## config.mk

```make
export PLATFORM = sky130hd
export DESIGN_NAME = sdram_wr_intr_seq
export DESIGN_NICKNAME = d
export VERILOG_FILES = /design/src/rtl/sdw_pkg.sv /design/src/rtl/sdw_phase_cnt.sv /design/src/rtl/sdw_sched.sv /design/src/rtl/sdw_cmd_drv.sv /design/src/rtl/sdram_wr_intr_seq.sv
export SDC_FILE = /design/constraint.sdc
export NUM_CORES = 1
export LEC_CHECK = 0
export CORE_ASPECT_RATIO = 1.75
export CORE_MARGIN = 3
export CORE_UTILIZATION = 64
export DETAILED_ROUTE_END_ITERATION = 10
export DONT_BUFFER_PORTS = 1
export PLACE_DENSITY = 0.8
export SLEW_MARGIN = 20
export SYNTH_ARGS = -nofsm -noshare
export SYNTH_HDL_FRONTEND = slang
export SYNTH_SLANG_ARGS = --single-unit
```

## constraint.sdc

```tcl
create_clock -name clk -period 5 [get_ports clk]
set_input_delay 0.75 -clock clk [delete_from_list [all_inputs] [get_ports clk]]
set_output_delay 0.75 -clock clk [all_outputs]
set_load 0.02 [all_outputs]
```

## src/rtl/sdw_pkg.sv

```systemverilog
package sdw_pkg;
  // {ras_n, cas_n, we_n}
  typedef enum logic [2:0] {
    CMD_ACT = 3'b011,
    CMD_PRE = 3'b010,
    CMD_WR  = 3'b100,
    CMD_RD  = 3'b101,
    CMD_NOP = 3'b111
  } sdw_cmd_e;

  typedef enum logic {
    KIND_RD  = 1'b0,
    KIND_PRE = 1'b1
  } sdw_kind_e;
endpackage

```

## src/rtl/sdw_phase_cnt.sv

```systemverilog
module sdw_phase_cnt #(
  parameter int W = 5
) (
  input  logic         clk,
  input  logic         rst_n,
  input  logic         clr,
  input  logic         en,
  output logic [W-1:0] q
);
  logic [W-1:0] q_d;

  always_comb begin
    q_d = q;
    if (clr)     q_d = '0;
    else if (en) q_d = q + W'(1);
  end

  always_ff @(posedge clk or negedge rst_n) begin
    if (!rst_n) q <= '0;
    else        q <= q_d;
  end
endmodule

```

## src/rtl/sdw_sched.sv

```systemverilog
// Derives the cycle offsets of each event from the latched request.
module sdw_sched #(
  parameter int BURST = 4,
  parameter int LEN_W = 3,
  parameter int CFG_W = 3,
  parameter int PH_W  = 5
) (
  input  logic             kind,
  input  logic [LEN_W-1:0] len,
  input  logic [1:0]       cl,
  input  logic [CFG_W-1:0] m,
  input  logic [CFG_W-1:0] trp,
  output logic [PH_W-1:0]  t_rd,
  output logic [PH_W-1:0]  t_pre,
  output logic [PH_W-1:0]  t_act,
  output logic [PH_W-1:0]  t_last,
  output logic             mask_en
);
  import sdw_pkg::*;

  always_comb begin
    t_rd    = PH_W'(len);
    t_pre   = PH_W'(len) + PH_W'(m) - PH_W'(1);
    t_act   = t_pre + PH_W'(trp);
    if (kind == KIND_RD) t_last = PH_W'(len) + PH_W'(cl) + PH_W'(BURST - 1);
    else                 t_last = t_act;
    mask_en = (kind == KIND_PRE) && (PH_W'(len) < PH_W'(BURST));
  end
endmodule

```

## src/rtl/sdw_cmd_drv.sv

```systemverilog
// Turns the phase and schedule into bus values.
module sdw_cmd_drv #(
  parameter int BANK_W = 2,
  parameter int COL_W  = 8,
  parameter int ROW_W  = 12,
  parameter int AP_BIT = 10,
  parameter int LEN_W  = 3,
  parameter int DQM_W  = 2,
  parameter int PH_W   = 5
) (
  input  logic              busy,
  input  logic [PH_W-1:0]   phase,
  input  logic              kind,
  input  logic              all,
  input  logic [BANK_W-1:0] bank,
  input  logic [COL_W-1:0]  wcol,
  input  logic [COL_W-1:0]  rcol,
  input  logic [ROW_W-1:0]  row,
  input  logic [LEN_W-1:0]  len,
  input  logic [PH_W-1:0]   t_rd,
  input  logic [PH_W-1:0]   t_pre,
  input  logic [PH_W-1:0]   t_act,
  input  logic              mask_en,
  output logic [2:0]        cmd,
  output logic [BANK_W-1:0] ba,
  output logic [ROW_W-1:0]  addr,
  output logic              dq_oe,
  output logic [DQM_W-1:0]  dqm
);
  import sdw_pkg::*;

  logic in_data, in_gap;

  always_comb begin
    cmd  = CMD_NOP;
    ba   = '0;
    addr = '0;
    if (busy) begin
      if (phase == '0) begin
        cmd  = CMD_WR;
        ba   = bank;
        addr = ROW_W'(wcol);
      end else if (kind == KIND_RD && phase == t_rd) begin
        cmd  = CMD_RD;
        ba   = bank;
        addr = ROW_W'(rcol);
      end else if (kind == KIND_PRE && phase == t_pre) begin
        cmd          = CMD_PRE;
        ba           = bank;
        addr[AP_BIT] = all;
      end else if (kind == KIND_PRE && phase == t_act) begin
        cmd  = CMD_ACT;
        ba   = bank;
        addr = row;
      end
    end
  end

  assign in_data = busy && (phase < PH_W'(len));
  assign in_gap  = busy && mask_en && (phase >= PH_W'(len)) && (phase <= t_pre);
  assign dq_oe   = in_data;

  generate
    for (genvar g = 0; g < DQM_W; g++) begin : g_lane
      assign dqm[g] = in_gap;
    end
  endgenerate
endmodule

```

## src/rtl/sdram_wr_intr_seq.sv

```systemverilog
module sdram_wr_intr_seq
  import sdw_pkg::*;
#(
  parameter int BANK_W = 2,
  parameter int COL_W  = 8,
  parameter int ROW_W  = 12,
  parameter int AP_BIT = 10,
  parameter int BURST  = 4,
  parameter int CFG_W  = 3,
  parameter int DQM_W  = 2,
  parameter int LEN_W  = $clog2(BURST + 1)
) (
  input  logic              clk,
  input  logic              rst_n,
  input  logic [1:0]        cas_lat_i,
  input  logic [CFG_W-1:0]  wr_rec_i,
  input  logic [CFG_W-1:0]  trp_i,
  input  logic              req_valid_i,
  output logic              req_ready_o,
  input  logic              req_kind_i,
  input  logic              req_all_i,
  input  logic [BANK_W-1:0] req_bank_i,
  input  logic [COL_W-1:0]  req_wcol_i,
  input  logic [COL_W-1:0]  req_rcol_i,
  input  logic [ROW_W-1:0]  req_row_i,
  input  logic [LEN_W-1:0]  req_len_i,
  output logic [2:0]        cmd_o,
  output logic [BANK_W-1:0] ba_o,
  output logic [ROW_W-1:0]  addr_o,
  output logic              dq_oe_o,
  output logic [DQM_W-1:0]  dqm_o
);
  localparam int PH_W = $clog2(BURST + 2 * (1 << CFG_W) + 8);

  logic              busy_q, busy_d;
  logic              kind_q, kind_d;
  logic              all_q, all_d;
  logic [BANK_W-1:0] bank_q, bank_d;
  logic [COL_W-1:0]  wcol_q, wcol_d;
  logic [COL_W-1:0]  rcol_q, rcol_d;
  logic [ROW_W-1:0]  row_q, row_d;
  logic [LEN_W-1:0]  len_q, len_d;
  logic [1:0]        cl_q, cl_d;
  logic [CFG_W-1:0]  m_q, m_d;
  logic [CFG_W-1:0]  trp_q, trp_d;

  logic              accept;
  logic [LEN_W-1:0]  len_c;
  logic [1:0]        cl_c;
  logic [CFG_W-1:0]  m_c, trp_c;
  logic [PH_W-1:0]   phase;
  logic [PH_W-1:0]   t_rd, t_pre, t_act, t_last;
  logic              mask_en;

  assign accept      = req_valid_i && !busy_q;
  assign req_ready_o = !busy_q;

  // input clamping
  always_comb begin
    if (req_len_i == '0)                     len_c = LEN_W'(1);
    else if (req_len_i > LEN_W'(BURST))      len_c = LEN_W'(BURST);
    else                                     len_c = req_len_i;
    cl_c  = (cas_lat_i == 2'd0) ? 2'd1 : cas_lat_i;
    m_c   = (wr_rec_i == '0) ? CFG_W'(1) : wr_rec_i;
    trp_c = (trp_i == '0) ? CFG_W'(1) : trp_i;
  end

  // next state
  always_comb begin
    busy_d = busy_q;
    kind_d = kind_q;
    all_d  = all_q;
    bank_d = bank_q;
    wcol_d = wcol_q;
    rcol_d = rcol_q;
    row_d  = row_q;
    len_d  = len_q;
    cl_d   = cl_q;
    m_d    = m_q;
    trp_d  = trp_q;
    if (accept) begin
      busy_d = 1'b1;
      kind_d = req_kind_i;
      all_d  = req_all_i;
      bank_d = req_bank_i;
      wcol_d = req_wcol_i;
      rcol_d = req_rcol_i;
      row_d  = req_row_i;
      len_d  = len_c;
      cl_d   = cl_c;
      m_d    = m_c;
      trp_d  = trp_c;
    end else if (busy_q && phase == t_last) begin
      busy_d = 1'b0;
    end
  end

  // registers
  always_ff @(posedge clk or negedge rst_n) begin
    if (!rst_n) begin
      busy_q <= 1'b0;
      kind_q <= 1'b0;
      all_q  <= 1'b0;
      bank_q <= '0;
      wcol_q <= '0;
      rcol_q <= '0;
      row_q  <= '0;
      len_q  <= LEN_W'(1);
      cl_q   <= 2'd1;
      m_q    <= CFG_W'(1);
      trp_q  <= CFG_W'(1);
    end else begin
      busy_q <= busy_d;
      kind_q <= kind_d;
      all_q  <= all_d;
      bank_q <= bank_d;
      wcol_q <= wcol_d;
      rcol_q <= rcol_d;
      row_q  <= row_d;
      len_q  <= len_d;
      cl_q   <= cl_d;
      m_q    <= m_d;
      trp_q  <= trp_d;
    end
  end

  sdw_phase_cnt #(.W(PH_W)) u_cnt (
    .clk   (clk),
    .rst_n (rst_n),
    .clr   (accept),
    .en    (busy_q),
    .q     (phase)
  );

  sdw_sched #(
    .BURST (BURST),
    .LEN_W (LEN_W),
    .CFG_W (CFG_W),
    .PH_W  (PH_W)
  ) u_sched (
    .kind    (kind_q),
    .len     (len_q),
    .cl      (cl_q),
    .m       (m_q),
    .trp     (trp_q),
    .t_rd    (t_rd),
    .t_pre   (t_pre),
    .t_act   (t_act),
    .t_last  (t_last),
    .mask_en (mask_en)
  );

  sdw_cmd_drv #(
    .BANK_W (BANK_W),
    .COL_W  (COL_W),
    .ROW_W  (ROW_W),
    .AP_BIT (AP_BIT),
    .LEN_W  (LEN_W),
    .DQM_W  (DQM_W),
    .PH_W   (PH_W)
  ) u_drv (
    .busy    (busy_q),
    .phase   (phase),
    .kind    (kind_q),
    .all     (all_q),
    .bank    (bank_q),
    .wcol    (wcol_q),
    .rcol    (rcol_q),
    .row     (row_q),
    .len     (len_q),
    .t_rd    (t_rd),
    .t_pre   (t_pre),
    .t_act   (t_act),
    .mask_en (mask_en),
    .cmd     (cmd_o),
    .ba      (ba_o),
    .addr    (addr_o),
    .dq_oe   (dq_oe_o),
    .dqm     (dqm_o)
  );
endmodule

```

==> implementation parameters, run 1 <==
Parameter                              Value

Logic synthesis
  Avg Synthesized Cell Area    10.6 um^2
  Ranking of synthesized cells by area    sky130_fd_sc_hd__dfrtp_1 37%, sky130_fd_sc_hd__mux2_2 14%, sky130_fd_sc_hd__ha_1 7.9%
  Net Count, Synth    354
  Number of synthesis warnings    0
  Gate count after technology mapping    286
  Count of flip-flops with a built-in enable after synthesis    0
  Post-synthesis sequential area ratio    0.408
  Seq cells post-synth    49
  Synth Flop Type    sky130_fd_sc_hd__dfrtp_1
  Biggest area consumer among synthesized cells    sky130_fd_sc_hd__dfrtp_1
  Area of the mapped netlist    3020 um^2
  Distinct cell type count of the synthesized netlist    46
  Share of flip-flops with an asynchronous set or reset    1.00
  Top cell type's share of synthesized area    0.373

Finish
  Total of fill cells in the finished design    323
  Antenna diodes    0
  Most common cell after layout, fill and taps aside    sky130_fd_sc_hd__dfrtp_1
  Synthesis-to-finish area growth    10.1%
  Fraction of final layout cells with drive strength greater than 1    0.277
  Final layout net count    359
  Commonest cells after routing, fill and taps aside    45 x sky130_fd_sc_hd__dfrtp_1, 37 x sky130_fd_sc_hd__mux2_2, 21 x sky130_fd_sc_hd__nand2_1

Run
  Max capacitance violation total    0

Timing
  Worst slew margin    0.493
  Post-Route Skew    0.00882 ns
  Number of pins with negative max-slew slack in the final report    0
  Post-layout min period    4.84 ns
  Total negative slack for setup checks    0 ns
  Achievable clock frequency    0.207 GHz
  Final Cycle Share    0.968
  Final count of negative-setup-slack endpoints    0
  Number of failing hold endpoints at the final stage    0
  Setup WS post-layout    0.162 ns
  Setup repair after global routing missed its margin    no
  Least-Margin Pin Slew    0.760 ns

Die
  Core ar.    4480 um^2
  Die Ht    96.9 um
  Die outline area    5610 um^2
  Rows    32
  Number of top-level design ports    67
  Initial core utilization    0.674
  Die X-Extent    57.9 um

Setup path
  Required arrival time at the worst endpoint    4.25 ns
  Crit Path Class    flop to output pin
  Largest fanout on the critical path    7
  Data arrival time at the worst-slack endpoint    4.09 ns
  Worst Setup End Kind    output pin
  Launching element type of the critical path    flop

Detailed routing
  Number of vias after detailed routing    2191
  Routed WL per cell    19.6 um
  Via count normalized by instance count    6.39
  Violation count after the first detailed-route iteration    53
  DRC violation count after routing    0
  First-pass iteration count of the detailed router    4
  Total Routed Length    6.74 mm
  Antenna violation net count after detailed routing    0

Placement
  Placer's final routability congestion estimate    0.895
  I/O Buffers    0
  Post-placement worst setup slack    0.267 ns
  Detailed placer's ending HPWL    4.92 mm

GRT
  Global-route met2 utilization    0.441
  Antenna violations before repair    0
  Vias in the first global route    2329
  Routing usage on met1    0.274
  GRT Residual Overflow    0
  First-pass GRT wire length    10.9 mm
  Routing usage on met3    0.0561
  Total global routing track utilization    0.248
  Maximum number of pins on one net before global-route repair    50
  Most heavily used metal layer in global routing    met2

Clocking
  Number of buffers inserted during clock tree synthesis    5
  Maximum clock path buffer count    2
  Root buffer cell    sky130_fd_sc_hd__clkbuf_8
  Clock tree from TritonCTS    yes
  Num Clock Sinks    49
  CTS H-Tree Depth    2
  Clk pin slew, worst setup/hold paths    0.10 ns
  Clock latency on the worst-skew pair    0.30 ns
  # hold bufs at CTS    0

Hold path
  Hold Crit Class    primary input to asynchronous set/reset pin

Run status
  Status    finished clean
-- final timing paths --
check,startpoint,end,slack (ns),depth (start not counted)
setup / recovery,len_q[0]$_DFFE_PN1P_,addr_o[6],0.16,15
hold / removal,rst_n,wcol_q[0]$_DFFE_PN0P_,0.14,0
setup reg to reg,len_q[0]$_DFFE_PN1P_,busy_q$_DFFE_PN0P_,1.51,13
hold reg to reg,bank_q[0]$_DFFE_PN0P_,bank_q[0]$_DFFE_PN0P_,0.51,1
max in group asynchronous,rst_n,m_q[0]$_DFFE_PN1P_,4.67,0
min in group clk,bank_q[0]$_DFFE_PN0P_,bank_q[0]$_DFFE_PN0P_,0.51,1
-- routing by layer --
metal	vias to the layer above	wire length [um]
met1	1094	2490
met4	0	161
met3	13	342
met2	56	3740
li1	1028	-
met5	-	0
-- final cells by class --
class | instances | area [um^2] | area share
clock buffers | 7 | 96.3 | 0.0290
repair buffers | 14 | 109 | 0.0327
flip-flops and latches | 49 | 1230 | 0.370
inverters | 15 | 56.3 | 0.0169
well taps | 51 | 63.8 | 0.0192
clock inverters | 1 | 8.76 | 0.00263
multi-input cells | 206 | 1760 | 0.529
-- worst max-delay path, cell delays in order, from the launching register on --
cell and delay, ns:
sky130_fd_sc_hd__dfstp_2 0.59, sky130_fd_sc_hd__ha_4 0.15, sky130_fd_sc_hd__inv_1 0.05, sky130_fd_sc_hd__fa_2 0.57, sky130_fd_sc_hd__ha_4 0.19, sky130_fd_sc_hd__xnor2_4 0.09, sky130_fd_sc_hd__ha_4 0.30, sky130_fd_sc_hd__a21oi_4 0.06
sky130_fd_sc_hd__or4b_4 0.49, sky130_fd_sc_hd__a21boi_4 0.19, sky130_fd_sc_hd__o21ai_2 0.09, sky130_fd_sc_hd__a211oi_4 0.34, sky130_fd_sc_hd__buf_6 0.18, sky130_fd_sc_hd__nand4_1 0.11, sky130_fd_sc_hd__a31oi_1 0.21, sky130_fd_sc_hd__buf_4 0.17
-- state kept, by name, summed over array words and instances (netlist names) --
name     cells
all_q        1
bank_q       2
busy_q       1
cl_q         2
kind_q       1
len_q        3
m_q          3
rcol_q       8
row_q       12
trp_q        3
u_cnt.q      5
wcol_q       8
-- cells by family after synthesis --
family / after synthesis / synth area share
compound gates: 54 / 0.116
xor+xnor: 17 / 0.0563
fa+ha+maj: 22 / 0.0986
buf+inv: 31 / 0.0485
flops: 49 / 0.408
mux: 37 / 0.138
simple gates: 76 / 0.135
-- cells in the mapped netlist, drive strengths merged (5+ instances only) --
cell	n
nand3	5
o21ai	21
a31oi	10
nand4	11
ha	19
a21oi	10
xnor2	12
dfrtp	45
inv	15
mux2	37
nand2	21
nor2	15
buf	5
clkbuf	11
-- through the flow --
stage | cell area, um^2 | hold slack [ns] | std cells | utilization
final | 3320 | 0.138 | 343 | 0.741
after global placement | 3090 | 0.456 | 332 | 0.689
after CTS | 3200 | 0.131 | 340 | 0.714
after floorplan | 3020 | 0.454 | 286 | -
after global routing | 3320 | 0.127 | 343 | 0.741
after detailed placement | 3090 | 0.456 | 332 | 0.689
-- timing repair --
item                       4_1_cts  5_1_grt
setup buffers                    0        2
resized for setup                2       16
gates cloned                     0        1
setup endpoints to repair       10       14
pin swaps                        0        9
Power of run 1 is not shown: default switching activity piles up to over one toggle a cycle in this logic, so the estimate is an artifact.
==> inputs of run 2 (changes only) <==
Settings changed: CORE_UTILIZATION 64 to 57, PLACE_DENSITY 0.8 to 0.75.
Clock period 5 ns to 4.3 ns, I/O delays scaled along.
==> run 2 against run 1 <==
  * The run now ends with setup timing left
  * Final cell count rose by 2.9%
  * Sequential share of layout area is 1.8 points lower
  * Routed wire length is 5.6% higher
  * Die area up 11%
  * Critical path depth stayed put
==> implementation parameters, run 2 (synthesis results as in run 1) <==
Parameter                              Value

Die
  Core ar.    5060 um^2
  Number of top-level design ports    67
  Die X-Extent    61.0 um
  Die Ht    102 um
  Initial core utilization    0.597
  Die outline area    6240 um^2
  Rows    34

Timing
  Least-Margin Pin Slew    0.770 ns
  Setup WS post-layout    -0.311 ns
  Post-layout min period    4.61 ns
  Post-Route Skew    0.00971 ns
  Number of failing hold endpoints at the final stage    0
  Final count of negative-setup-slack endpoints    15
  Achievable clock frequency    0.217 GHz
  Setup repair after global routing missed its margin    yes
  Worst slew margin    0.486
  Number of pins with negative max-slew slack in the final report    0
  Final Cycle Share    1.07
  Final hold slack    0.0294 ns
  Total negative slack for setup checks    -3.65 ns

Setup path
  Sum of buffers and inverters on the critical path    3
  Kind of cell adding the most delay to the critical path    adder cells
  R2r startpoint    m_q[0]$_DFFE_PN1P_
  Worst Setup End Kind    output pin
  Worst r2r dst    busy_q$_DFFE_PN0P_
  Slowest-stage cell, CP    sky130_fd_sc_hd__dfstp_2
  Cell count of the worst reg-to-reg path    13
  Largest fanout on the critical path    7
  Data arrival time at the worst-slack endpoint    3.97 ns
  Beginning of the critical path    m_q[0]$_DFFE_PN1P_
  Required arrival time at the worst endpoint    3.65 ns
  Crit Path Class    flop to output pin
  Biggest cell delay along the critical path    0.57 ns
  Launching element type of the critical path    flop
  Register-to-Register Setup Slack    0.92 ns
  Cell with the most instances on the worst path    sky130_fd_sc_hd__ha_4
  Critical-path cell list    ha_4, inv_4, fa_2, ha_4, xnor2_4, ha_4, a21oi_4, or4b_4, a21boi_4, o21ai_2, a211oi_4, buf_6, nand4_1, a31oi_2, buf_4

Finish
  Commonest cells after routing, fill and taps aside    45 x sky130_fd_sc_hd__dfrtp_1, 37 x sky130_fd_sc_hd__mux2_2, 20 x sky130_fd_sc_hd__nand2_1
  Flip-flop count of the largest register, all copies and words added    12
  Regs by FF count    row_q: 12 flops, rcol_q: 8 flops, wcol_q: 8 flops
  Total non-filler cell area in the finished layout    3500 um^2
  Most common cell after layout, fill and taps aside    sky130_fd_sc_hd__dfrtp_1
  Finished Layout Cells    353
  Register with the most flip-flops    row_q
  Antenna diodes    0
  Final layout net count    366
  Synthesis-to-finish area growth    15.8%
  Fraction of final layout cells with drive strength greater than 1    0.348

Detailed routing
  Total Routed Length    7.12 mm
  Routed WL per cell    20.2 um
  Routed wl met3    349 um
  Violation count after the first detailed-route iteration    50
  First-pass iteration count of the detailed router    5
  Post-route met1 wirelength    2.55 mm
  Via count normalized by instance count    6.30
  Number of vias after detailed routing    2225
  Highest metal layer with signal wires    met4
  Antenna violation net count after detailed routing    0
  Routed wl met2    4.01 mm
  DRC violation count after routing    0

GRT
  Antenna violations before repair    0
  GRT Residual Overflow    0
  Maximum number of pins on one net before global-route repair    50
  Total global routing track utilization    0.246
  Vias in the first global route    2284
  First-pass GRT wire length    11.3 mm

Hold path
  Hold Crit Class    primary input to asynchronous set/reset pin

Run status
  Status    finished, violations left
  Violated checks    setup timing

Placement
  Placer's final routability congestion estimate    0.885
  I/O Buffers    0
  Detailed placer's ending HPWL    5.30 mm
  Inst Count DP    340
  Placed cell areas    3230 um^2

Clocking
  Clock latency on the worst-skew pair    0.30 ns
  Num Clock Sinks    49
  # hold bufs at CTS    0
  Root buffer cell    sky130_fd_sc_hd__clkbuf_8
  Clk pin slew, worst setup/hold paths    0.10 ns
  Number of buffers inserted during clock tree synthesis    5
  Maximum clock path buffer count    2
  Clock tree from TritonCTS    yes
  CTS H-Tree Depth    2

Run
  Max capacitance violation total    0
run 2: layout make-up:
| type | count | area [um^2] |
|---|---|---|
| clock inverters | 3 | 43.8 |
| clock buffers | 5 | 68.8 |
| repair buffers | 21 | 173 |
| multi-input cells | 206 | 1860 |
| fillers | 375 | 1560 |
| flip-flops and latches | 49 | 1230 |
| well taps | 54 | 67.6 |
| inverters | 15 | 58.8 |
run 2: worst max-delay path by stage:
stage | end | cells after the start
finish | addr_o[0] | 15
global route | addr_o[0] | 15
CTS | addr_o[1] | 16
detailed placement | addr_o[1] | 15
global placement | addr_o[0] | 15
floorplan | addr_o[4] | 14
run 2: stage by stage:
step | utilization | setup slack (ns)
finish | 0.691 | -0.311
global route | 0.691 | -0.469
CTS | 0.684 | -0.426
detailed placement | 0.638 | -0.0696
global placement | 0.638 | 0.0276
floorplan | - | 0.0599
run 2: repair_timing:
| action | CTS | global route |
|---|---|---|
| hold endpoints to repair | 0 | 0 |
| pin swaps | 4 | 25 |
| endpoints found under the setup margin | 15 | 15 |
| setup buffers | 3 | 3 |
| gates cloned | 1 | 0 |
| resized for setup | 21 | 12 |
run 2: layer usage:
metal	global-route usage	vias up
met1	0.279	1094
met3	0.0468	18
met2	0.433	62
li1	-	1051
met4	0.105	0
met5	0	-
Power of run 2 is left out for the same reason.
